File: src/rtl/adcf_pkg.sv
package adcf_pkg;

   typedef enum logic [1:0] {
      SEQ_IDLE  = 2'd0,
      SEQ_FRAME = 2'd1,
      SEQ_GAP   = 2'd2
   } seq_state_e;

   // width helper that never returns zero
   function automatic int unsigned width_of(input int unsigned count);
      return (count > 2) ? $clog2(count) : 1;
   endfunction

endpackage

File: src/rtl/adcf_sclk_gen.sv
module adcf_sclk_gen #(
   parameter int unsigned CLK_DIV = 4
) (
   input  logic clk,
   input  logic rst_n,
   input  logic run,
   output logic sclk,
   output logic rise_evt,
   output logic fall_evt
);
   localparam int unsigned HALF = CLK_DIV / 2;
   localparam int unsigned PH_W = adcf_pkg::width_of(CLK_DIV);
   localparam logic [PH_W-1:0] PH_RISE = PH_W'(HALF - 1);
   localparam logic [PH_W-1:0] PH_LAST = PH_W'(CLK_DIV - 1);

   generate
      if (CLK_DIV < 2 || (CLK_DIV % 2) != 0) begin : g_bad_div
         $error("adcf_sclk_gen: CLK_DIV must be even and at least 2");
      end
   endgenerate

   logic [PH_W-1:0] phase;

   assign rise_evt = run && (phase == PH_RISE);
   assign fall_evt = run && (phase == PH_LAST);

   always_ff @(posedge clk or negedge rst_n) begin
      if (!rst_n) begin
         phase <= '0;
         sclk  <= 1'b0;
      end else if (!run) begin
         phase <= '0;
         sclk  <= 1'b0;
      end else begin
         if (fall_evt) phase <= '0;
         else          phase <= phase + 1'b1;
         if (rise_evt)      sclk <= 1'b1;
         else if (fall_evt) sclk <= 1'b0;
      end
   end

   AST_SCLK_STOPPED: assert property (@(posedge clk) disable iff (!rst_n)
      !run |=> !sclk);

endmodule

File: src/rtl/adcf_seq.sv
module adcf_seq #(
   parameter int unsigned CLK_DIV     = 4,
   parameter int unsigned FRAME_SCLKS = 24
) (
   input  logic clk,
   input  logic rst_n,
   input  logic start,
   input  logic fall_evt,
   output logic busy,
   output logic run,
   output logic cs_n,
   output logic accept,
   output logic done,
   output logic [adcf_pkg::width_of(FRAME_SCLKS)-1:0] period
);
   import adcf_pkg::*;

   localparam int unsigned PER_W = width_of(FRAME_SCLKS);
   localparam int unsigned GAP_W = width_of(CLK_DIV);
   localparam logic [PER_W-1:0] PER_LAST = PER_W'(FRAME_SCLKS - 1);
   localparam logic [GAP_W-1:0] GAP_LAST = GAP_W'(CLK_DIV - 1);

   seq_state_e       state;
   logic [GAP_W-1:0] gap_cnt;

   assign busy   = (state != SEQ_IDLE);
   assign run    = (state == SEQ_FRAME);
   assign accept = (state == SEQ_IDLE) && start;
   assign done   = run && fall_evt && (period == PER_LAST);

   always_ff @(posedge clk or negedge rst_n) begin
      if (!rst_n) begin
         state   <= SEQ_IDLE;
         cs_n    <= 1'b1;
         period  <= '0;
         gap_cnt <= '0;
      end else begin
         unique case (state)
            SEQ_IDLE: begin
               if (start) begin
                  state  <= SEQ_FRAME;
                  cs_n   <= 1'b0;
                  period <= '0;
               end
            end
            SEQ_FRAME: begin
               if (fall_evt) begin
                  if (period == PER_LAST) begin
                     state   <= SEQ_GAP;
                     cs_n    <= 1'b1;
                     gap_cnt <= '0;
                  end else begin
                     period <= period + 1'b1;
                  end
               end
            end
            SEQ_GAP: begin
               if (gap_cnt == GAP_LAST) state <= SEQ_IDLE;
               else                     gap_cnt <= gap_cnt + 1'b1;
            end
            default: state <= SEQ_IDLE;
         endcase
      end
   end

   // checker-side count of chip-select high time, saturating
   logic [GAP_W:0] cs_hi_cnt;
   always_ff @(posedge clk or negedge rst_n) begin
      if (!rst_n)                          cs_hi_cnt <= (GAP_W+1)'(CLK_DIV);
      else if (!cs_n)                      cs_hi_cnt <= '0;
      else if (cs_hi_cnt < (GAP_W+1)'(CLK_DIV)) cs_hi_cnt <= cs_hi_cnt + 1'b1;
   end

   AST_CS_FALL_FROM_IDLE: assert property (@(posedge clk) disable iff (!rst_n)
      $fell(cs_n) |-> !$past(busy));
   AST_CS_HIGH_MIN: assert property (@(posedge clk) disable iff (!rst_n)
      $fell(cs_n) |-> (cs_hi_cnt >= (GAP_W+1)'(CLK_DIV)));
   AST_BUSY_WHILE_LOW: assert property (@(posedge clk) disable iff (!rst_n)
      !cs_n |-> busy);

endmodule

File: src/rtl/adcf_shift.sv
module adcf_shift #(
   parameter int unsigned CTRL_W      = 8,
   parameter int unsigned RES_W       = 12,
   parameter int unsigned FRAME_SCLKS = 24,
   parameter int unsigned DOUT_SYNC   = 0
) (
   input  logic              clk,
   input  logic              rst_n,
   input  logic              accept,
   input  logic [CTRL_W-1:0] ctrl,
   input  logic              rise_evt,
   input  logic              fall_evt,
   input  logic              done,
   input  logic [adcf_pkg::width_of(FRAME_SCLKS)-1:0] period,
   input  logic              dout,
   output logic              din,
   output logic [RES_W-1:0]  result,
   output logic              result_valid
);
   localparam int unsigned PER_W     = adcf_pkg::width_of(FRAME_SCLKS);
   localparam int unsigned RES_FIRST = CTRL_W + 1;
   localparam int unsigned RES_LAST  = RES_FIRST + RES_W - 1;
   localparam logic [PER_W-1:0] WIN_LO = PER_W'(RES_FIRST);
   localparam logic [PER_W-1:0] WIN_HI = PER_W'(RES_LAST);

   logic dout_s;

   generate
      if (DOUT_SYNC == 0) begin : g_dout_direct
         assign dout_s = dout;
      end else if (DOUT_SYNC == 1) begin : g_dout_flop
         logic dout_q;
         always_ff @(posedge clk or negedge rst_n) begin
            if (!rst_n) dout_q <= 1'b0;
            else        dout_q <= dout;
         end
         assign dout_s = dout_q;
      end else begin : g_bad_sync
         $error("adcf_shift: DOUT_SYNC must be 0 or 1");
      end
   endgenerate

   logic [CTRL_W-1:0] tx_q;
   logic [RES_W-1:0]  rx_q;
   logic              done_q;
   logic              in_window;

   assign in_window = (period >= WIN_LO) && (period <= WIN_HI);

   always_ff @(posedge clk or negedge rst_n) begin
      if (!rst_n) begin
         tx_q <= '0;
         din  <= 1'b0;
      end else if (accept) begin
         din  <= ctrl[CTRL_W-1];
         tx_q <= {ctrl[CTRL_W-2:0], 1'b0};
      end else if (fall_evt) begin
         din  <= tx_q[CTRL_W-1];
         tx_q <= {tx_q[CTRL_W-2:0], 1'b0};
      end
   end

   always_ff @(posedge clk or negedge rst_n) begin
      if (!rst_n) begin
         rx_q         <= '0;
         result       <= '0;
         done_q       <= 1'b0;
         result_valid <= 1'b0;
      end else begin
         if (rise_evt && in_window) rx_q <= {rx_q[RES_W-2:0], dout_s};
         if (done) result <= rx_q;
         done_q       <= done;
         result_valid <= done_q;
      end
   end

   AST_VALID_ONE_CYCLE: assert property (@(posedge clk) disable iff (!rst_n)
      result_valid |=> !result_valid);
   AST_VALID_AFTER_DONE: assert property (@(posedge clk) disable iff (!rst_n)
      result_valid |-> $past(done, 2));

endmodule

File: src/rtl/adc_frame_ctrl.sv
module adc_frame_ctrl #(
   parameter int unsigned CLK_DIV     = 4,
   parameter int unsigned CHAN_W      = 3,
   parameter int unsigned RES_W       = 12,
   parameter int unsigned FRAME_SCLKS = 24,
   parameter int unsigned DOUT_SYNC   = 0
) (
   input  logic              clk,
   input  logic              rst_n,
   input  logic              start,
   input  logic [CHAN_W-1:0] chan,
   input  logic              bipolar,
   input  logic              differential,
   input  logic              pwr_down,
   output logic              busy,
   output logic              cs_n,
   output logic              sclk,
   output logic              din,
   input  logic              dout,
   output logic [RES_W-1:0]  result,
   output logic              result_valid
);
   localparam int unsigned CTRL_W = CHAN_W + 5;
   localparam int unsigned PER_W  = adcf_pkg::width_of(FRAME_SCLKS);

   generate
      if (CHAN_W < 1) begin : g_bad_chan
         $error("adc_frame_ctrl: CHAN_W must be at least 1");
      end
      if (RES_W < 2) begin : g_bad_res
         $error("adc_frame_ctrl: RES_W must be at least 2");
      end
      if (FRAME_SCLKS < CTRL_W + 1 + RES_W) begin : g_bad_frame
         $error("adc_frame_ctrl: FRAME_SCLKS too short for command and result");
      end
      if (DOUT_SYNC == 1 && CLK_DIV < 4) begin : g_bad_sync_div
         $error("adc_frame_ctrl: a synchronised dout needs CLK_DIV of 4 or more");
      end
   endgenerate

   // command word: start marker, channel, unipolar, single-ended, external clock, power-down
   logic [CTRL_W-1:0] ctrl_word;
   assign ctrl_word = {1'b1, chan, ~bipolar, ~differential, 1'b1, pwr_down};

   logic             run, accept, done, rise_evt, fall_evt;
   logic [PER_W-1:0] period;

   adcf_seq #(
      .CLK_DIV     (CLK_DIV),
      .FRAME_SCLKS (FRAME_SCLKS)
   ) u_seq (
      .clk      (clk),
      .rst_n    (rst_n),
      .start    (start),
      .fall_evt (fall_evt),
      .busy     (busy),
      .run      (run),
      .cs_n     (cs_n),
      .accept   (accept),
      .done     (done),
      .period   (period)
   );

   adcf_sclk_gen #(
      .CLK_DIV (CLK_DIV)
   ) u_sclk (
      .clk      (clk),
      .rst_n    (rst_n),
      .run      (run),
      .sclk     (sclk),
      .rise_evt (rise_evt),
      .fall_evt (fall_evt)
   );

   adcf_shift #(
      .CTRL_W      (CTRL_W),
      .RES_W       (RES_W),
      .FRAME_SCLKS (FRAME_SCLKS),
      .DOUT_SYNC   (DOUT_SYNC)
   ) u_shift (
      .clk          (clk),
      .rst_n        (rst_n),
      .accept       (accept),
      .ctrl         (ctrl_word),
      .rise_evt     (rise_evt),
      .fall_evt     (fall_evt),
      .done         (done),
      .period       (period),
      .dout         (dout),
      .din          (din),
      .result       (result),
      .result_valid (result_valid)
   );

   AST_SCLK_IDLE_LOW: assert property (@(posedge clk) disable iff (!rst_n)
      cs_n |-> !sclk);
   AST_DIN_IDLE_LOW: assert property (@(posedge clk) disable iff (!rst_n)
      cs_n |-> !din);
   AST_DIN_STABLE_HIGH: assert property (@(posedge clk) disable iff (!rst_n)
      sclk |-> $stable(din));
   AST_VALID_CS_HIGH: assert property (@(posedge clk) disable iff (!rst_n)
      result_valid |-> (cs_n && !sclk));
   AST_RESULT_FROZEN: assert property (@(posedge clk) disable iff (!rst_n)
      (!cs_n && $past(!cs_n)) |-> $stable(result));

endmodule

File: config.mk
export PLATFORM = sky130hd
export DESIGN_NAME = adc_frame_ctrl
export DESIGN_NICKNAME = d
export VERILOG_FILES = /design/src/rtl/adcf_pkg.sv /design/src/rtl/adcf_sclk_gen.sv /design/src/rtl/adcf_seq.sv /design/src/rtl/adcf_shift.sv /design/src/rtl/adc_frame_ctrl.sv
export SDC_FILE = /design/constraint.sdc
export NUM_CORES = 1
export LEC_CHECK = 0
export BUFFER_PORTS_ARGS = -buffer_cell sky130_fd_sc_hd__buf_4
export CAP_MARGIN = 0
export CORE_MARGIN = 2
export CORE_UTILIZATION = 45
export CTS_BUF_LIST = sky130_fd_sc_hd__clkbuf_2
export DETAILED_ROUTE_END_ITERATION = 7
export GPL_ROUTABILITY_DRIVEN = 0
export GPL_TIMING_DRIVEN = 0
export PLACE_DENSITY = 0.77
export SETUP_SLACK_MARGIN = 0.02
export SYNTH_ARGS = -nofsm -noshare
export SYNTH_HDL_FRONTEND = slang
export SYNTH_SLANG_ARGS = --single-unit
File: constraint.sdc
create_clock -name clk -period 2.1 [get_ports clk]
set_input_delay 0.105 -clock clk [delete_from_list [all_inputs] [get_ports clk]]
set_output_delay 0.105 -clock clk [all_outputs]
set_load 0.02 [all_outputs]
### Yosys cells after proc, flatten, opt, wreduce, memory -nomap -nowiden

Index checks and enable logic that the tools add are counted.
Widths: inputs -> output; s select.

* bits in registers: 48
* bits of input ports: 10
* output and inout bits: 17
* logic and storage cells: 74

* add/subtract/negate cells: 3
* $lt $le $gt $ge: 2
* equal/unequal tests: 13
* multiplexer cells: 26
* bitwise gates (word level): 2
* reductions and logical operators: 16

Operators with widths (count)
* $mux 2: 9
* $mux 8: 2
* $reduce_and 4->1: 4
* $mux 5: 3
* $ne 2x2->1 const B: 5
* $pmux 5 s2: 1
* $mux 1: 8
* $reduce_bool 2->1: 4
* $logic_and 1x1->1: 7
* $eq 2x2->1 const B: 3
* $pmux 2 s3: 1
* $add 5x1->5 const B: 1
* $eq 5x5->1 const B: 1
* $ge 5x4->1 const B: 1
* $le 5x5->1 const B: 1
* $add 2x1->2 const B: 2
* $eq 2x1->1 const B: 2
* $pmux 2 s2: 1
* $ne 3x2->1 const B: 1
* $logic_not 2->1: 1
* $ne 2x1->1 const B: 1
* $not 1->1: 2
* $pmux 1 s2: 1

### Longest topological paths before layout

Gate-level depths: netlist of run 1.

* depth in word-level cells: 5
* depth in mapped cells: 7

### Cells and area by module

From an unflattened synthesis of run 1, not the netlist that was laid out.

* cells, all modules: 159
* area total of the unflattened synthesis: 2095.8 um^2

By module, submodules not included
* adcf_shift: times used 1, cells each 91, area an instance 1375.1 um^2, sequential area each 850.8 um^2
* adcf_seq: times used 1, cells each 52, area an instance 565.5 um^2, sequential area each 251.5 um^2
* adcf_sclk_gen: times used 1, cells each 13, area an instance 143.9 um^2, sequential area each 75.1 um^2
* adc_frame_ctrl: times used 1, cells each 3, area an instance 11.3 um^2, sequential area each 0.0 um^2

### Worst setup path after synthesis of run 1

No wires, ideal clock.

* path kind: register to register
* from: reg u_seq.period[0] (netlist bit)
* to: reg u_shift.result[1]
* library setup time: 0.125 ns
* data arrival time: 1.608 ns
* setup slack: 0.368 ns
* stages on the path, launching flop included: 6
* clock period less this slack: 1.732 ns
* cell sequence: dfrtp_1 ha_1 nand4b_1 nor2_4 buf_6 mux2_2

* longest elaborated chain between the ends: 2

RTL lines
* start, declared: line adcf_seq.sv:14 `output logic [adcf_pkg::width_of(FRAME_SCLKS)-1:0] period`
* start signal, assigned: line adcf_seq.sv:53 `period <= period + 1'b1;`
* $eq 5x5->1: line adcf_seq.sv:29 `assign done = run && fall_evt && (period == PER_LAST);`
* $logic_and 1x1->1: line adcf_seq.sv:29
* via done: line adc_frame_ctrl.sv:45 `logic run, accept, done, rise_evt, fall_evt;`
* end signal, assigned: line adcf_shift.sv:71 `if (done) result <= rx_q;`
* end, declared: line adcf_shift.sv:17 `output logic [RES_W-1:0] result,`

The timed path passes the listed nets, and every way through them passes these cells.
A chain may end at the register's enable or synchronous reset.

### Final worst setup path of run 1

* from: reg u_seq.period[0] (netlist bit)
* to: reg u_shift.result[4]

Same word-level chain as after synthesis.

==> results of run 1 <==
power breakdown:
part,total [W],internal (W),switching [W]
clock network,0.000392,0.0000913,0.000301
registers,0.00131,0.00112,0.000184
logic,0.000802,0.000396,0.000406
how the worst max path moves through the flow:
| stage | from | endpoint | slack (ns) |
|---|---|---|---|
| 6_report | u_seq.period[0]$_DFFE_PN0P_ | u_shift.result[4]$_DFFE_PN0P_ | 0.19 |
| 5_1_grt | u_seq.period[0]$_DFFE_PN0P_ | u_shift.result[4]$_DFFE_PN0P_ | 0.05 |
| 4_1_cts | u_seq.period[0]$_DFFE_PN0P_ | u_shift.result[4]$_DFFE_PN0P_ | 0.17 |
| 3_5_place_dp | u_seq.period[0]$_DFFE_PN0P_ | u_shift.result[4]$_DFFE_PN0P_ | 0.03 |
| 3_3_place_gp | u_seq.period[0]$_DFFE_PN0P_ | u_shift.result[3]$_DFFE_PN0P_ | 0.07 |
| 2_1_floorplan | u_seq.period[0]$_DFFE_PN0P_ | u_shift.result[1]$_DFFE_PN0P_ | 0.37 |
synth_stat cells, types with 2 or more instances:
cell	instances	share of area
sky130_fd_sc_hd__nand4_1	2	0.0062
sky130_fd_sc_hd__mux2_4	10	0.074
sky130_fd_sc_hd__buf_6	2	0.011
sky130_fd_sc_hd__ha_1	6	0.037
sky130_fd_sc_hd__nand3_1	2	0.0050
sky130_fd_sc_hd__nand2_1	16	0.030
sky130_fd_sc_hd__a22oi_1	3	0.011
sky130_fd_sc_hd__mux2_2	14	0.078
sky130_fd_sc_hd__nor3_1	2	0.0050
sky130_fd_sc_hd__buf_2	2	0.0050
sky130_fd_sc_hd__inv_1	5	0.0093
sky130_fd_sc_hd__o21ai_0	8	0.020
sky130_fd_sc_hd__nor2b_1	2	0.0062
sky130_fd_sc_hd__a21oi_1	5	0.012
sky130_fd_sc_hd__nor3b_1	3	0.011
sky130_fd_sc_hd__nor2_1	5	0.0093
sky130_fd_sc_hd__o22a_1	2	0.0087
sky130_fd_sc_hd__dfrtp_1	46	0.57
cell usage in the layout (no fill, tap or decap), types with 2 or more instances in the layout:
cell type,instances
sky130_fd_sc_hd__dfrtp_1,46
sky130_fd_sc_hd__buf_4,27
sky130_fd_sc_hd__nand2_1,16
sky130_fd_sc_hd__mux2_2,14
sky130_fd_sc_hd__mux2_4,10
sky130_fd_sc_hd__dlygate4sd3_1,9
sky130_fd_sc_hd__o21ai_0,8
sky130_fd_sc_hd__ha_1,6
sky130_fd_sc_hd__clkbuf_2,6
sky130_fd_sc_hd__inv_1,5
sky130_fd_sc_hd__nor2_1,5
sky130_fd_sc_hd__a21oi_1,5
sky130_fd_sc_hd__nor3b_1,3
sky130_fd_sc_hd__a22oi_1,3
sky130_fd_sc_hd__nor3_1,2
sky130_fd_sc_hd__buf_6,2
sky130_fd_sc_hd__nor2b_1,2
sky130_fd_sc_hd__buf_2,2
sky130_fd_sc_hd__o22a_1,2
sky130_fd_sc_hd__nand3_1,2
sky130_fd_sc_hd__nand4_1,2
through the flow:
stage / area [µm²] / hold WS [ns]
4_1_cts: 2420 / 0.173
2_1_floorplan: 2020 / -0.191
3_5_place_dp: 2280 / 0.149
5_1_grt: 2420 / 0.176
6_report: 2420 / 0.154
3_3_place_gp: 2280 / 0.146
metal layers:
layer,GRT usage,up-vias,routed length [µm],share of wire
li1,-,633,-,-
met1,0.226,616,1710,0.48
met2,0.262,25,1680,0.47
met3,0.0342,6,120,0.034
met4,0.0587,0,57,0.016
met5,0,-,0,0
registers in the layout (all words and copies together) (netlist names):
register / count
u_shift.tx_q: 7
u_shift.result_valid: 1
u_seq.period: 5
u_sclk.sclk: 1
u_shift.rx_q: 12
u_shift.din: 1
u_seq.state: 2
u_shift.done_q: 1
u_seq.cs_n: 1
u_seq.gap_cnt: 2
u_sclk.phase: 2
u_shift.result: 12
timing repair:
action	CTS	global route
resized for setup	0	0
buffers inserted	1	0
setup endpoints to repair	1	0
hold buffers	9	0
hold endpoints to repair	55	0
cell type report:
cell class | count | area [µm²] | share of cell area
timing repair buffer | 36 | 293 | 0.121
inverter | 5 | 18.8 | 0.00774
clock inverter | 2 | 16.3 | 0.00671
buffer | 4 | 32.5 | 0.0134
clock buffer | 6 | 30.0 | 0.0124
tap | 52 | 65.1 | 0.0268
multi-input combinational | 97 | 792 | 0.327
sequential | 47 | 1180 | 0.486
logic make-up (layout without fill, tap and decap cells):
logic type,count (synthesis),in the layout,share of synthesized area
DFF,47,47,0.583
and+or+nand+nor,40,40,0.109
AOI/OAI and AO/OA,26,26,0.0885
muxes,25,25,0.157
buffers and inverters,9,53,0.0254
adders and majority gates,6,6,0.0372
==> results.json, run 1 <==
{
  "outcome": "complete, no violations",
  "p_total_w": 0.00250,
  "period_share": 0.911,
  "clk_pin_slew_worst_paths_ns": 0.25,
  "rsz0062_at_grt": "no",
  "cpLargestDelayFamily": "flip-flops",
  "fmax_mhz": 522,
  "die_width_um": 71.0,
  "clock_skew_ns": 0.0303,
  "critical-path-slowest-cell": "sky130_fd_sc_hd__dfrtp_1",
  "placement.setup.worst_slack_ns": 0.0257,
  "synth-edff-count": 0,
  "post-place-cells": 231,
  "num-fill-cells": 364,
  "via_per_inst": 5.14,
  "drc": 0,
  "start_kind": "register",
  "power.static_leakage_nw": 1.24,
  "instances_no_fill": 249,
  "path_class": "register to register",
  "maxSlewViolCount": 0,
  "synthesis.area_mm2": 0.00202,
  "critical_path_arrival_ns": 2.26,
  "placement_rows": 24,
  "synth_fp_nets": 169,
  "ys_ff_latch": 47,
  "io_pins": 27,
  "die_h_um": 71.0,
  "port-buffer-count": 26,
  "grt_pass1_wl_um": 6470,
  "layout_min_cycle_time_ns": 1.91,
  "worstHoldPathType": "input pin to asynchronous set/reset pin",
  "areaGrowthSynthToFinish_pct": 20.0,
  "data_required_time_of_the_critical_path_ns": 2.45,
  "drt_iter0_drc": 94,
  "worstPathCellList": "ha_1, nand4b_1, nor2_4, buf_6, mux2_2",
  "irDropWorstVdd_v": 0.000556,
  "crit_path_max_incr_delay_ns": 0.53,
  "rr_worst_depth": 5,
  "synthCells": 153,
  "postLayoutSetupSlackWorst_ns": 0.186,
  "tritoncts_num_sinks": 47,
  "end_kind": "register",
  "total_detailed_routing_wirelength_um": 3570,
  "crit_cells": 5,
  "insertion_delay_ns": 0.44,
  "cts_buffers": 5,
  "relSlewSlack": 0.610,
  "h-tree-depth": 2,
  "synthFlopType": "sky130_fd_sc_hd__dfrtp_1",
  "detailedRoute.firstPassIterationCount": 4,
  "yosys.cell_types.count": 36,
  "synth_seq_area_share": 0.583,
  "layout.nets": 212,
  "synthArstFlopShare": 1.00,
  "syn_area_per_cell_um2": 13.2,
  "vias": 1280,
  "insertedDiodeCount": 0,
  "postLayoutCoreUtil": 0.557,
  "routedWlPerCell_um": 14.3,
  "ant_nets": 0,
  "remaining_global_route_overflow": 0,
  "clock_tree_root_buffer_cell": "sky130_fd_sc_hd__clkbuf_2",
  "powerDensity_mw_per_mm2": 1030,
  "grt_max_degree": 48,
  "grt_util_all_layers": 0.165,
  "crit_path_max_fanout": 10,
  "tritoncts_clock_tree": "yes",
  "tightest_slew_ns": 0.585,
  "max-clock-path-buffers": 2,
  "maxCapViolations": 0,
  "finalHoldViolCount": 0,
  "layout-drive-gt1-share": 0.345,
  "first_global_vias": 1387,
  "reg2reg_setup_slack_ns": 0.19,
  "synth_warnings": 0,
  "final_setup_tns_ns": 0,
  "initial_antenna_violation_count": 0,
  "rr_startpoint": "u_seq.period[0]$_DFFE_PN0P_",
  "place_hpwl_um": 2380,
  "die_area_mm2": 0.00504,
  "placeableCoreArea_mm2": 0.00435,
  "finalSetupViolations": 0,
  "regToRegEndpoint": "u_shift.result[4]$_DFFE_PN0P_",
  "crit_buf_inv": 1,
  "start_util": 0.464
}
Note: power is estimated with default switching activity, not from simulation.
==> inputs of run 2 (changes only) <==
==> constraint.sdc (replaced) <==
create_clock -name clk -period 2.1 [get_ports clk]
set_input_delay 0.42 -clock clk [delete_from_list [all_inputs] [get_ports clk]]
set_output_delay 0.42 -clock clk [all_outputs]
set_load 0.02 [all_outputs]
==> results.json, run 2 (synthesis gave the netlist of run 1 again) <==
{
  "outcome": "complete, no violations",
  "remaining_global_route_overflow": 0,
  "routedWlPerCell_um": 14.3,
  "ant_nets": 0,
  "clock_tree_root_buffer_cell": "sky130_fd_sc_hd__clkbuf_2",
  "path_class": "register to register",
  "detailedRoute.firstPassIterationCount": 4,
  "postLayoutSetupSlackWorst_ns": 0.183,
  "power_report.internal_total_w": 0.00160,
  "layout.nets": 204,
  "layout.cells.most_common_list": "46 x sky130_fd_sc_hd__dfrtp_1, 27 x sky130_fd_sc_hd__buf_4, 16 x sky130_fd_sc_hd__nand2_1",
  "finalSetupViolations": 0,
  "insertion_delay_ns": 0.44,
  "drc": 0,
  "power_frac_seq": 0.525,
  "layout_commonest_cell": "sky130_fd_sc_hd__dfrtp_1",
  "power.static_leakage_nw": 1.21,
  "fmax_mhz": 522,
  "initial_antenna_violation_count": 0,
  "h-tree-depth": 2,
  "post-route-cell-area_mm2": 0.00234,
  "die_h_um": 71.0,
  "layout-drive-gt1-share": 0.360,
  "tightest_slew_ns": 0.575,
  "max-clock-path-buffers": 2,
  "tritoncts_clock_tree": "yes",
  "insertedDiodeCount": 0,
  "cts_buffers": 5,
  "areaGrowthSynthToFinish_pct": 16.0,
  "relSlewSlack": 0.617,
  "total_detailed_routing_wirelength_um": 3440,
  "grt_pass1_wl_um": 6220,
  "via_per_inst": 5.25,
  "pwr-share-comb": 0.317,
  "grt_max_degree": 48,
  "drt_iter0_drc": 84,
  "worstHoldPathType": "input pin to register",
  "port-buffer-count": 26,
  "netSwitchingFraction": 0.357,
  "start_kind": "register",
  "clk_pin_slew_worst_paths_ns": 0.23,
  "data_required_time_of_the_critical_path_ns": 2.45,
  "final.hold.worst_slack_ns": 0.131,
  "num-fill-cells": 369,
  "period_share": 0.913,
  "critical_path_arrival_ns": 2.27,
  "final_setup_tns_ns": 0,
  "maxSlewViolCount": 0,
  "grt_util_all_layers": 0.158,
  "p_total_w": 0.00249,
  "crit_path_max_fanout": 10,
  "place_hpwl_um": 2380,
  "placement.setup.worst_slack_ns": 0.0257,
  "tritoncts_num_sinks": 47,
  "switchingPower_w": 0.000889,
  "end_kind": "register",
  "powerDensity_mw_per_mm2": 1060,
  "rsz0062_at_grt": "no",
  "die_width_um": 71.0,
  "top_regs": "u_shift.result: 12 flops, u_shift.rx_q: 12 flops, u_shift.tx_q: 7 flops",
  "layout_min_cycle_time_ns": 1.92,
  "maxCapViolations": 0,
  "first_global_vias": 1326,
  "detailed_place.area_mm2": 0.00228,
  "placement_rows": 24,
  "placeableCoreArea_mm2": 0.00435,
  "irDropWorstVdd_v": 0.000556,
  "share_clk_of_total_power": 0.158,
  "start_util": 0.464,
  "clock_skew_ns": 0.0297,
  "die_area_mm2": 0.00504,
  "io_pins": 27,
  "vias": 1266,
  "finalHoldViolCount": 0
}
-- run 2: cell types whose count changed in the layout (fill, tap and decap cells not counted) --
cell,delta
sky130_fd_sc_hd__dlygate4sd3_1,-8
-- run 2: repair_timing --
action	4_1_cts	5_1_grt
hold buffers	1	0
endpoints found under the hold margin	46	0
endpoints found under the setup margin	1	0
buffers inserted	1	0
resized for setup	0	0
-- run 2: cell type report --
class | instances | area, µm² | area share
sequential | 47 | 1180 | 0.502
buffer | 4 | 32.5 | 0.0139
tap | 52 | 65.1 | 0.0277
timing repair buffer | 28 | 213 | 0.0907
multi-input combinational | 97 | 792 | 0.338
clock inverter | 2 | 16.3 | 0.00694
inverter | 5 | 18.8 | 0.00800
clock buffer | 6 | 30.0 | 0.0128
-- run 2: power by group through the flow --
stage / logic, W / registers [W] / clock network [W]
after floorplan: 0.000572 / 0.00131 / 0
after global placement: 0.000770 / 0.00131 / 0
after detailed placement: 0.000798 / 0.00132 / 0
after CTS: 0.000800 / 0.00131 / 0.000402
after global routing: 0.000903 / 0.00135 / 0.000436
final: 0.000788 / 0.00131 / 0.000394
-- run 2: metal layers --
| layer | vias to the layer above | track usage | share of wire |
|---|---|---|---|
| li1 | 618 | - | - |
| met1 | 611 | 0.225 | 0.48 |
| met2 | 31 | 0.240 | 0.46 |
| met3 | 6 | 0.0342 | 0.041 |
| met4 | 0 | 0.0587 | 0.017 |
| met5 | - | 0 | 0 |
-- run 2: through the flow --
step                instances  utilization
floorplan                 153            -
global placement          231        0.524
detailed placement        231        0.524
CTS                       241        0.539
global route              241        0.539
finish                    241        0.539
-- run 2: path summary, 6_finish.rpt --
kind,cells past startpoint,slack (ns),endpoint,startpoint
hold reg to reg,0,0.38,u_shift.result_valid$_DFF_PN0_,u_shift.done_q$_DFF_PN0_
setup reg to reg,5,0.18,u_shift.result[4]$_DFFE_PN0P_,u_seq.period[0]$_DFFE_PN0P_
min in group asynchronous,2,0.47,u_seq.period[3]$_DFFE_PN0P_,rst_n
hold / removal,2,0.13,u_shift.tx_q[4]$_DFFE_PN0P_,bipolar
setup / recovery,5,0.18,u_shift.result[4]$_DFFE_PN0P_,u_seq.period[0]$_DFFE_PN0P_
max in group asynchronous,2,1.22,u_seq.gap_cnt[0]$_DFFE_PN0P_,rst_n
-- run 2: worst max-delay path: stages, from the launching register on --
cell	delay [ns]
sky130_fd_sc_hd__dfrtp_1	0.53
sky130_fd_sc_hd__ha_1	0.29
sky130_fd_sc_hd__nand4b_1	0.24
sky130_fd_sc_hd__nor2_4	0.27
sky130_fd_sc_hd__buf_6	0.18
sky130_fd_sc_hd__mux2_2	0.34
==> inputs of run 3 (changes only) <==
--- a/config.mk
+++ b/config.mk
@@ -7,12 +7,13 @@
 export LEC_CHECK = 0
 export BUFFER_PORTS_ARGS = -buffer_cell sky130_fd_sc_hd__buf_4
 export CAP_MARGIN = 0
-export CORE_MARGIN = 2
+export CORE_ASPECT_RATIO = 0.5
 export CORE_UTILIZATION = 45
 export CTS_BUF_LIST = sky130_fd_sc_hd__clkbuf_2
 export DETAILED_ROUTE_END_ITERATION = 7
 export GPL_ROUTABILITY_DRIVEN = 0
 export GPL_TIMING_DRIVEN = 0
+export MAX_ROUTING_LAYER = met4
 export PLACE_DENSITY = 0.77
 export SETUP_SLACK_MARGIN = 0.02
 export SYNTH_ARGS = -nofsm -noshare
==> results.json, run 3 (synthesis gave the netlist of run 1 again) <==
{
  "period_share": 0.908,
  "worstHoldPathType": "input pin to register",
  "drt_iter0_drc": 53,
  "share_clk_of_total_power": 0.149,
  "rsz0062_at_grt": "no",
  "path_class": "register to register",
  "via_per_inst": 5.15,
  "start_kind": "register",
  "layout_commonest_cell": "sky130_fd_sc_hd__dfrtp_1",
  "post-route-cell-area_mm2": 0.00234,
  "maxCapViolations": 0,
  "io_pins": 27,
  "finalSetupViolations": 0,
  "relSlewSlack": 0.622,
  "grt_util_all_layers": 0.159,
  "pwr-share-comb": 0.319,
  "remaining_global_route_overflow": 0,
  "power_frac_seq": 0.532,
  "fmax_mhz": 524,
  "irDropWorstVdd_v": 0.000321,
  "layout_min_cycle_time_ns": 1.91,
  "insertedDiodeCount": 0,
  "port-buffer-count": 26,
  "cts_buffers": 5,
  "areaGrowthSynthToFinish_pct": 16.0,
  "clk_pin_slew_worst_paths_ns": 0.22,
  "rr_startpoint": "u_seq.period[0]$_DFFE_PN0P_",
  "powerDensity_mw_per_mm2": 1050,
  "hold_path_origin": "bipolar",
  "maxSlewViolCount": 0,
  "postLayoutCoreUtil": 0.571,
  "critical_path_arrival_ns": 2.23,
  "die_h_um": 49.4,
  "power_report.internal_total_w": 0.00159,
  "layout.cells.most_common_list": "46 x sky130_fd_sc_hd__dfrtp_1, 27 x sky130_fd_sc_hd__buf_4, 16 x sky130_fd_sc_hd__nand2_1",
  "insertion_delay_ns": 0.40,
  "data_required_time_of_the_critical_path_ns": 2.42,
  "detailedRoute.firstPassIterationCount": 5,
  "sequential_cell_area_mm2": 0.00118,
  "h-tree-depth": 2,
  "tightest_slew_ns": 0.567,
  "die_width_um": 96.8,
  "vias": 1252,
  "finalHoldViolCount": 0,
  "num-fill-cells": 316,
  "routedWlPerCell_um": 13.6,
  "first_global_vias": 1254,
  "max-clock-path-buffers": 2,
  "instances_no_fill": 243,
  "drc": 0,
  "detailed_place.area_mm2": 0.00228,
  "crit_path_max_fanout": 10,
  "clock_skew_ns": 0.0121,
  "p_total_w": 0.00245,
  "post_cts_resized": 0,
  "final_setup_tns_ns": 0,
  "post-place-cells": 233,
  "placeableCoreArea_mm2": 0.00410,
  "switchingPower_w": 0.000859,
  "grt_pass1_wl_um": 5710,
  "outcome": "complete, no violations",
  "critical_path.startpoint": "u_seq.period[0]$_DFFE_PN0P_",
  "power.static_leakage_nw": 1.21,
  "tritoncts_num_sinks": 47,
  "layout-drive-gt1-share": 0.354,
  "initial_antenna_violation_count": 0,
  "top_regs": "u_shift.result: 12 flops, u_shift.rx_q: 12 flops, u_shift.tx_q: 7 flops",
  "layout.nets": 204,
  "clock_tree_root_buffer_cell": "sky130_fd_sc_hd__clkbuf_2",
  "die_area_mm2": 0.00478,
  "grt_max_degree": 48,
  "tritoncts_clock_tree": "yes",
  "end_kind": "register",
  "total_detailed_routing_wirelength_um": 3300,
  "ant_nets": 0,
  "place_hpwl_um": 2290,
  "netSwitchingFraction": 0.350,
  "start_util": 0.492,
  "area_occupied_by_multi_input_gates_um2": 792,
  "placement_rows": 16
}
[run 3: cell types whose count changed in the layout (fill, tap and decap cells not counted)]
cell                         before  now
sky130_fd_sc_hd__clkinv_1         0    1
sky130_fd_sc_hd__clkinv_4         0    1
sky130_fd_sc_hd__clkinvlp_4       1    0
sky130_fd_sc_hd__inv_6            1    0
[run 3: final timing paths]
| path | to | slack [ns] | depth (start not counted) |
|---|---|---|---|
| worst max-delay path | u_shift.result[7]$_DFFE_PN0P_ | 0.19 | 6 |
| worst max register to register | u_shift.result[7]$_DFFE_PN0P_ | 0.19 | 6 |
| min in group asynchronous | u_shift.result[10]$_DFFE_PN0P_ | 0.53 | 2 |
| worst min register to register | u_shift.result_valid$_DFF_PN0_ | 0.40 | 0 |
| max in group asynchronous | u_seq.period[3]$_DFFE_PN0P_ | 1.18 | 2 |
| worst min-delay path | u_shift.tx_q[4]$_DFFE_PN0P_ | 0.16 | 2 |
[run 3: critical path, cell delays in order (launching register included)]
cell	delay, ns
sky130_fd_sc_hd__dfrtp_1	0.53
sky130_fd_sc_hd__ha_1	0.28
sky130_fd_sc_hd__nand4b_1	0.13
sky130_fd_sc_hd__buf_4	0.18
sky130_fd_sc_hd__nor2_4	0.19
sky130_fd_sc_hd__buf_6	0.18
sky130_fd_sc_hd__mux2_2	0.34
[run 3: per-stage QoR]
stage,setup WS [ns],hold slack [ns]
2_1_floorplan,0.368,0.124
3_3_place_gp,0.101,0.335
3_5_place_dp,0.101,0.341
4_1_cts,0.0808,0.136
5_1_grt,0.0486,0.0938
6_report,0.193,0.163
[run 3: timing repair]
action,4_1_cts,5_1_grt
hold buffers,1,0
setup endpoints to repair,0,7
endpoints found under the hold margin,46,0
buffers inserted,0,1
[run 3: power groups by stage]
stage	logic (W)	clock network, W	registers (W)
detailed placement	0.000786	0	0.00133
CTS	0.000791	0.000385	0.00131
finish	0.000783	0.000366	0.00131
floorplan	0.000572	0	0.00131
global placement	0.000770	0	0.00131
global route	0.000886	0.000430	0.00134
[run 3: area by class of cell]
| cell class | count | area share |
|---|---|---|
| multi-input cells | 97 | 0.338 |
| inverters | 5 | 0.00801 |
| plain buffers | 4 | 0.0139 |
| clock inverters | 2 | 0.00534 |
| well taps | 54 | 0.0288 |
| clock buffers | 6 | 0.0128 |
| repair buffers | 28 | 0.0908 |
| flip-flops and latches | 47 | 0.502 |
[run 3: routing by layer]
metal  global-route usage  wire length (µm)
met1                0.204              1590
met2                0.244              1570
met3               0.0415                98
met4               0.0597                34
met5                    -                 0
